`src/rtl/fws_pkg.sv`:
```
package fws_pkg;
  // Strobes from the session control to the serial datapath
  typedef struct packed {
    logic load;    // move buffered byte into shifter, reset bit count
    logic shift;   // end of a bit cell: emit MSB and shift left
    logic cntClr;  // restart the bit-cell counter
    logic cntEn;   // advance the bit-cell counter
  } fwsStrobes_t;
endpackage

```
`src/rtl/fws_datapath.sv`:
```
module fws_datapath
  import fws_pkg::*;
#(
  parameter int DATA_W = 8,
  parameter int CELL_W = 8
) (
  input  logic              clk,
  input  logic              rstN,
  input  fwsStrobes_t       strobes,
  input  logic [CELL_W-1:0] cellLen,
  input  logic              byteWrEn,
  input  logic [DATA_W-1:0] byteWrData,
  output logic              cellEnd,
  output logic              lastBit,
  output logic              wrPulse
);
  localparam int CNT_W = $clog2(DATA_W + 1);

  logic [DATA_W-1:0] nextByte;
  logic [DATA_W-1:0] shiftReg;
  logic [CNT_W-1:0]  bitsLeft;
  logic [CELL_W-1:0] cellCnt;

  assign cellEnd = (cellCnt == cellLen - CELL_W'(1));
  assign lastBit = (bitsLeft == CNT_W'(1));

  always_ff @(posedge clk or negedge rstN) begin
    if (!rstN) begin
      nextByte <= '0;
      shiftReg <= '0;
      bitsLeft <= '0;
      cellCnt  <= '0;
      wrPulse  <= 1'b0;
    end else begin
      if (byteWrEn) nextByte <= byteWrData;

      if (strobes.load)       shiftReg <= nextByte;
      else if (strobes.shift) shiftReg <= {shiftReg[DATA_W-2:0], 1'b0};

      if (strobes.load)       bitsLeft <= CNT_W'(DATA_W);
      else if (strobes.shift) bitsLeft <= bitsLeft - CNT_W'(1);

      if (strobes.cntClr)     cellCnt <= '0;
      else if (strobes.cntEn) cellCnt <= cellCnt + CELL_W'(1);

      wrPulse <= strobes.shift & shiftReg[DATA_W-1];
    end
  end
endmodule

```
`src/rtl/fws_control.sv`:
```
module fws_control
  import fws_pkg::*;
(
  input  logic        clk,
  input  logic        rstN,
  input  logic        swLoad,
  input  logic        swWrite,
  input  logic        byteWrEn,
  input  logic        cellEnd,
  input  logic        lastBit,
  output fwsStrobes_t strobes,
  output logic        writeActive,
  output logic        bufReady,
  output logic        noUnderrun
);
  logic prevSense;
  logic entry, endCell, byteEnd, reload, underrun;

  assign entry    = !writeActive && prevSense && swWrite && !swLoad;
  assign endCell  = writeActive && cellEnd;
  assign byteEnd  = endCell && lastBit;
  assign reload   = byteEnd && !bufReady;
  assign underrun = byteEnd && bufReady;

  always_comb begin
    strobes.load   = entry || reload;
    strobes.shift  = endCell;
    strobes.cntClr = entry || endCell;
    strobes.cntEn  = writeActive;
  end

  always_ff @(posedge clk or negedge rstN) begin
    if (!rstN) begin
      prevSense   <= 1'b0;
      writeActive <= 1'b0;
      bufReady    <= 1'b1;
      noUnderrun  <= 1'b1;
    end else begin
      prevSense <= swLoad && swWrite;

      if (entry)         writeActive <= 1'b1;
      else if (underrun) writeActive <= 1'b0;

      if (byteWrEn)               bufReady <= 1'b0;
      else if (entry || reload)   bufReady <= 1'b1;

      if (entry)         noUnderrun <= 1'b1;
      else if (underrun) noUnderrun <= 1'b0;
    end
  end
endmodule

```
`src/rtl/flux_write_serializer.sv`:
```
module flux_write_serializer
  import fws_pkg::*;
#(
  parameter int DATA_W = 8,
  parameter int CELL_W = 8
) (
  input  logic              clk,
  input  logic              rstN,
  input  logic              swLoad,
  input  logic              swWrite,
  input  logic              byteWrEn,
  input  logic [DATA_W-1:0] byteWrData,
  input  logic [CELL_W-1:0] cellLen,
  output logic              wrPulse,
  output logic              writeActive,
  output logic              bufReady,
  output logic              noUnderrun
);
  fwsStrobes_t strobes;
  logic cellEnd, lastBit;

  fws_control u_ctl (
    .clk(clk), .rstN(rstN), .swLoad(swLoad), .swWrite(swWrite),
    .byteWrEn(byteWrEn), .cellEnd(cellEnd), .lastBit(lastBit),
    .strobes(strobes), .writeActive(writeActive), .bufReady(bufReady),
    .noUnderrun(noUnderrun)
  );

  fws_datapath #(.DATA_W(DATA_W), .CELL_W(CELL_W)) u_dp (
    .clk(clk), .rstN(rstN), .strobes(strobes), .cellLen(cellLen),
    .byteWrEn(byteWrEn), .byteWrData(byteWrData), .cellEnd(cellEnd),
    .lastBit(lastBit), .wrPulse(wrPulse)
  );
endmodule

```
`config.mk`:
```
export PLATFORM = sky130hd
export DESIGN_NAME = flux_write_serializer
export DESIGN_NICKNAME = d
export VERILOG_FILES = /design/src/rtl/fws_pkg.sv /design/src/rtl/fws_datapath.sv /design/src/rtl/fws_control.sv /design/src/rtl/flux_write_serializer.sv
export SDC_FILE = /design/constraint.sdc
export NUM_CORES = 1
export LEC_CHECK = 0
export BUFFER_PORTS_ARGS = -buffer_cell sky130_fd_sc_hd__buf_2
export CORE_MARGIN = 2
export CORE_UTILIZATION = 56
export DETAILED_ROUTE_END_ITERATION = 10
export GPL_TIMING_DRIVEN = 0
export HOLD_SLACK_MARGIN = 0.02
export PLACE_DENSITY = 0.78
export SLEW_MARGIN = 20
export SYNTH_ARGS = -nofsm -noshare
export SYNTH_HDL_FRONTEND = slang
export SYNTH_SLANG_ARGS = --single-unit
```
`constraint.sdc`:
```
create_clock -name clk -period 2.7 [get_ports clk]
set_input_delay 0 -clock clk [delete_from_list [all_inputs] [get_ports clk]]
set_output_delay 0 -clock clk [all_outputs]
set_load 0.05 [all_outputs]
```
==> results of run 1 <==
## worst max-delay path by stage
stage | to | startpoint | slack [ps]
3_3_place_gp | u_dp.shiftReg[3]$_DFFE_PN0P_ | u_dp.cellCnt[2]$_DFFE_PN0P_ | 550
4_1_cts | u_dp.shiftReg[5]$_DFFE_PN0P_ | u_dp.cellCnt[2]$_DFFE_PN0P_ | 470
5_1_grt | u_dp.shiftReg[3]$_DFFE_PN0P_ | u_dp.cellCnt[2]$_DFFE_PN0P_ | 280
3_5_place_dp | u_dp.shiftReg[5]$_DFFE_PN0P_ | u_dp.cellCnt[2]$_DFFE_PN0P_ | 490
6_report | u_dp.shiftReg[5]$_DFFE_PN0P_ | u_dp.cellCnt[2]$_DFFE_PN0P_ | 490
2_1_floorplan | u_dp.shiftReg[3]$_DFFE_PN0P_ | u_ctl.writeActive$_DFFE_PN0P_ | 540
## critical path, cell delays in order (launching register included)
cell	delay, ps
dfrtp_1	390
buf_6	130
nand2b_1	130
a21boi_1	140
o31ai_1	150
nor4b_4	620
buf_6	240
mux2i_1	210
a2bb2oi_1	80
## layer usage
layer  track usage, %  vias to the layer above  wire length (µm)  part of all wire, %
li1                 -                      648                 -                    -
met5                0                        -                 0                    0
met1             25.1                      640              1440                   44
met3             5.84                        9                99                  3.0
met4             9.84                        0                63                  1.9
met2             34.6                       27              1670                   51
## state kept, by name, indices dropped and copies added, names as in the netlist
| name | flops |
|---|---|
| u_dp.bitsLeft | 4 |
| u_ctl.bufReady | 1 |
| u_ctl.prevSense | 1 |
| u_ctl.noUnderrun | 1 |
| u_dp.shiftReg | 8 |
| u_dp.nextByte | 8 |
| u_dp.wrPulse | 1 |
| u_ctl.writeActive | 1 |
| u_dp.cellCnt | 8 |
## layout make-up
type                            count  area, µm²  area share [%]
Multi-Input combinational cell    116        852            40.4
Sequential cell                    33        828            39.3
Timing Repair Buffer               34        225            10.7
Clock buffer                        7       65.1            3.09
Tap cell                           44       55.1            2.61
Buffer                              8       47.5            2.26
Inverter                            8       30.0            1.42
Clock inverter                      1       5.00           0.237
## stage by stage
stage               cell area (µm²)  instances
finish                         2110        251
global route                   2110        251
CTS                            2110        251
detailed placement             1930        232
global placement               1930        232
floorplan                      1760        165
## logic make-up (layout without fill, tap and decap cells)
logic type	Yosys count	in the layout	share of synthesized area (%)
buf+inv	16	58	4.41
compound gates	20	20	8.61
fa+ha+maj	4	4	2.85
simple gates	58	58	18.4
xor+xnor	17	17	8.47
flops	33	33	47.1
mux	17	17	10.2
## cell usage in the layout, fill, tap and decap left out, types with 3 or more instances in the layout
cell type	n
nand3_1	3
mux2i_1	10
nand2_1	8
dfrtp_1	31
a21oi_1	3
inv_1	8
buf_2	25
clkbuf_1	3
a2bb2oi_1	6
nor2_1	20
clkbuf_4	5
dlygate4sd3_1	11
or2_2	6
mux2_2	7
xor2_1	11
nand4_1	3
xnor2_1	6
ha_1	4
nor3_1	5
## where the power goes
part / leakage (nW) / total [W] / internal (W) / switching (W)
Clock: 0.0413 / 0.000315 / 0.000151 / 0.000164
Combinational: 0.510 / 0.000603 / 0.000294 / 0.000309
Sequential: 0.393 / 0.000754 / 0.000637 / 0.000117
Total: 0.944 / 0.00167 / 0.00108 / 0.000590
==> flow_summary.yaml, run 1 <==
route:
  wire_per_inst_um: 13.0
  final_antenna_net_count: 0
  wl_um: 3270
  post-route-drc-count: 0
  route.vias.total: 1324
  initialDrtViolationCount: 47
  vias_per_cell: 5.27
  drtPass1Iterations: 4
synth:
  synth_flop_cell: "dfrtp_1"
  synth_warnings: 0
  seq_area_frac_synth_pct: 47.1
  synth.avg_cell_area_um2: 10.7
  synth-seq-cells: 33
  syn_area_um2: 1760
  syn-instance-count: 165
  syn_nets: 190
  yosys.area.top_type_share_pct: 44.1
  synth_cell_types: 41
  synth.largest_area_cell: "dfrtp_1"
  async_reset_ff_share_pct: 100
  synth_common_cells: "dfrtp_1, nor2_1, xor2_1"
  ys_top_cells_by_area: "dfrtp_1, mux2i_1, xor2_1"
  synth_edf_count: 0
  yosysMostFrequentCell: "dfrtp_1"
die:
  start_util_pct: 58.1
  die_w_um: 60.0
  rows: 20
  ioPinCount: 25
  fp.dieH_um: 60.0
  coreArea_um2: 3030
  die-area_um2: 3600
grt:
  antenna_found_initial: 0
  grt_max_degree: 34
  grt_remaining_overflow: 0
  grt_use_total_pct: 20.9
  grt_pass1_wl_um: 5460
  grt_pass1_vias: 1293
timing:
  setup_viol: 0
  tightest_slew_ps: 695
  hold_ws_ps: 129
  fin_crit_sh_pct: 82.0
  skew_ps: 3.78
  fin_crit_ps: 2210
  timing_hold_violations_final: 0
  report.final.slew_viol_count: 0
  slew_headroom_pct: 53.6
  rsz0062_at_grt: "false"
  fin_tns_setup_ps: 0
  max_freq_ghz: 0.452
  setup_slack_ps: 486
setup_path:
  crit_type: "reg -> reg"
  critPathArrivalTime_ps: 2430
  r2r_slack_ps: 490
  rr_worst_depth: 8
  crit_path_end_kind: "flop"
  r2r-end: "u_dp.shiftReg[5]$_DFFE_PN0P_"
  r2r-start: "u_dp.cellCnt[2]$_DFFE_PN0P_"
  required_ps: 2910
  worstPathMaxFanout: 10
  worstSetupStartpointType: "flop"
cts:
  cts_resized: 0
  cts_tree: "built"
  cts_hold_buf: 11
  post_cts_buffers: 0
  cts_max_level: 2
  clk_pin_slew_worst_paths_ps: 100
  cts_made_buffers: 5
  cts_buffer_depth: 2
  clock_tree.root_cell: "clkbuf_4"
  cts_sinks: 33
  clock_latency_ps: 330
run:
  maxCapViolations: 0
cells_and_area:
  fin_nets: 231
  antenna_cells: 0
  syn_to_final_growth_pct: 19.9
  n_fill_cell: 233
  drive_gt1_share_pct: 26.1
  final_core_util_pct: 69.6
placement:
  place.gp.congestion: 0.791
  port_buffers: 23
  dpl_worst_slack_ps: 494
  hpwlAfterDp_um: 2370
pwr:
  vdd_drop_max_uv: 431
  power_w: 0.00167
  leakage_nw: 0.944
  pwr_density_cell_nw_per_um2: 793
run_status:
  status: "finished clean"
min_path:
  holdPathStages: 2
  holdCritStartpoint: "byteWrEn"
  min-delay-path-class: "in -> reg"
  hold_path_end: "u_ctl.bufReady$_DFFE_PN1P_"
Power figures use the tool's default switching activity.
==> run 2, diff against run 1 <==
ABC_AREA = 1   (was not set)
CORE_UTILIZATION = 57   (was 56)
PLACE_DENSITY = 0.79   (was 0.78)
clock period = 2.2 ns   (was 2.7 ns; I/O delays follow)
==> flow_summary.yaml, run 2 <==
die:
  start_util_pct: 58.3
  rows: 21
  die-area_um2: 3840
  ioPinCount: 25
  coreArea_um2: 3280
  fp.dieH_um: 62.0
  die_w_um: 62.0
cells_and_area:
  final_common_cell: "nand2_1"
  antenna_cells: 0
  n_fill_cell: 275
  register_area_um2: 828
  fin_cells: 334
  multi_input_area_um2: 910
  final_core_util_pct: 70.6
  fin_nets: 312
  reg_top3: "u_dp.cellCnt x8, u_dp.nextByte x8, u_dp.shiftReg x8"
  drive_gt1_share_pct: 24.7
  syn_to_final_growth_pct: 21.0
  most-common-layout-cells: "nand2_1, dfrtp_1, inv_1"
  fin_area_um2: 2320
synth:
  synth.largest_area_cell: "dfrtp_1"
  async_reset_ff_share_pct: 100
  ys_top_cells_by_area: "dfrtp_1, nand2_1, inv_1"
  synth-seq-cells: 33
  seq_area_frac_synth_pct: 43.3
  synth_warnings: 0
  synth_edf_count: 0
  syn_area_um2: 1910
  synth_common_cells: "nand2_1, dfrtp_1, inv_1"
  syn_nets: 264
  synth_cell_types: 35
  yosys.area.top_type_share_pct: 40.5
  syn-instance-count: 239
  yosysMostFrequentCell: "nand2_1"
  synth.avg_cell_area_um2: 8.01
  synth_flop_cell: "dfrtp_1"
route:
  drtPass1Iterations: 4
  post-route-drc-count: 0
  route.vias.total: 1634
  vias_per_cell: 4.89
  final_antenna_net_count: 0
  wire_per_inst_um: 11.5
  wl_um: 3840
  initialDrtViolationCount: 70
timing:
  setup_viol: 0
  fin_crit_sh_pct: 80.2
  hold_ws_ps: 119
  report.final.slew_viol_count: 0
  rsz0062_at_grt: "false"
  tightest_slew_ps: 723
  max_freq_ghz: 0.567
  fin_crit_ps: 1760
  slew_headroom_pct: 51.8
  skew_ps: 12.3
  timing_hold_violations_final: 0
  fin_tns_setup_ps: 0
setup_path:
  cp_cell_sequence: "inv_2 > nand2_1 > nand2_1 > inv_1 > nand2_1 > nand2_1 > nor2_1 > nand2_1 > nor2_4 > nand2_4 > nand2_8 > inv_4 > buf_6 > nand2_2 > nand3_1"
  crit_type: "reg -> reg"
  crit_path_max_incr_delay_ps: 420
  crit_path_end_kind: "flop"
  worstSetupStartpointType: "flop"
  crit_slowest_cell: "dfrtp_1"
  critPathArrivalTime_ps: 1980
  worstPathMaxFanout: 10
  path_delay_family: "simple AND/OR/NAND/NOR gates"
  critical_path.most_common_cell: "nand2_1"
  required_ps: 2420
  cp_num_buf_inv: 4
min_path:
  min-delay-path-class: "in -> reg"
grt:
  grt_pass1_wl_um: 6330
  grt_pass1_vias: 1539
  grt_remaining_overflow: 0
  grt_use_total_pct: 23.0
  grt_max_degree: 34
  antenna_found_initial: 0
cts:
  post_cts_buffers: 0
  clock_latency_ps: 340
  clock_tree.root_cell: "clkbuf_4"
  cts_made_buffers: 5
  cts_buffer_depth: 2
  cts_tree: "built"
  cts_sinks: 33
  clk_pin_slew_worst_paths_ps: 110
  cts_max_level: 2
run_status:
  status: "finished clean"
placement:
  place.gp.congestion: 0.739
  port_buffers: 24
  hpwlAfterDp_um: 2730
  dpl_cell_area_um2: 2090
  placed_cells: 309
pwr:
  p_comb_share_pct: 30.4
  leakage_nw: 1.20
  pwr-share-clk_pct: 19.7
  seqPwrFrac_pct: 49.9
  swShare_pct: 36.8
  switchingPower_w: 0.000624
  vdd_drop_max_uv: 429
  pwr_density_cell_nw_per_um2: 732
  p_int_w: 0.00107
run:
  maxCapViolations: 0
==> run 2: power groups by stage <==
stage | registers (W) | logic, W | clock network [W]
finish | 0.000847 | 0.000516 | 0.000334
global route | 0.000866 | 0.000603 | 0.000370
CTS | 0.000844 | 0.000520 | 0.000338
detailed placement | 0.000857 | 0.000491 | 0
global placement | 0.000847 | 0.000472 | 0
floorplan | 0.000829 | 0.000392 | 0
==> run 2: logic make-up (layout without fill, tap and decap cells) <==
family                     Yosys count  in the layout  share of synthesized area, %
and+or+nand+nor                    135            135                          35.9
buffers and inverters               39             88                          9.21
DFF                                 33             33                          43.3
AOI/OAI and AO/OA                   23             23                          6.73
xor gates and xnor gates             5              5                          2.29
adders and majority gates            4              4                          2.61
==> run 2: path summary, 6_finish.rpt <==
check                                                   from                           end  slack (ps)  cells past startpoint
worst max-delay path             u_dp.cellCnt[5]$_DFFE_PN0P_  u_dp.shiftReg[4]$_DFFE_PN0P_         440                     15
worst min-delay path                                 swWrite   u_dp.cellCnt[4]$_DFFE_PN0P_         120                      4
worst max register to register   u_dp.cellCnt[5]$_DFFE_PN0P_  u_dp.shiftReg[4]$_DFFE_PN0P_         440                     15
worst min register to register  u_ctl.noUnderrun$_DFFE_PN1P_  u_ctl.noUnderrun$_DFFE_PN1P_         510                      2
max in group asynchronous                               rstN  u_dp.nextByte[1]$_DFFE_PN0P_        1480                      2
min in group asynchronous                               rstN   u_dp.cellCnt[1]$_DFFE_PN0P_         240                      2
==> run 2: tightest hold or removal path: cells and delay by family <==
| family | cells | cell delay [ps] |
|---|---|---|
| buffers and inverters | 1 | 100 |
| AND/OR/NAND/NOR | 1 | 130 |
| AO/OA/AOI/OAI | 2 | 200 |
==> run 2: cell type report <==
cell class              count  area share (%)
inverters                  35            5.89
repair buffers             41            12.5
well taps                  46            2.48
flip-flops and latches     33            35.7
multi-input cells         167            39.3
clock buffers               5            1.62
clock inverters             3           0.756
plain buffers               4            1.73
==> run 2: per-layer routing <==
layer / GRT usage (%) / share of wire, % / vias up
met5: 0 / 0 / -
met4: 7.29 / 1.2 / 0
met3: 4.55 / 3.2 / 5
met2: 45.2 / 55 / 28
met1: 24.1 / 41 / 742
li1: - / - / 859
==> run 2: stage by stage <==
stage | worst slack (ps) | total power (W)
floorplan | 346 | 0.00122
global placement | 438 | 0.00132
detailed placement | 414 | 0.00135
CTS | 420 | 0.00170
global route | 239 | 0.00184
finish | 435 | 0.00170
==> run 2: repair_timing <==
item / 4_1_cts / 5_1_grt
gates resized for setup: 0 / 0
hold buffers: 17 / 0
hold endpoints to repair: 41 / 0
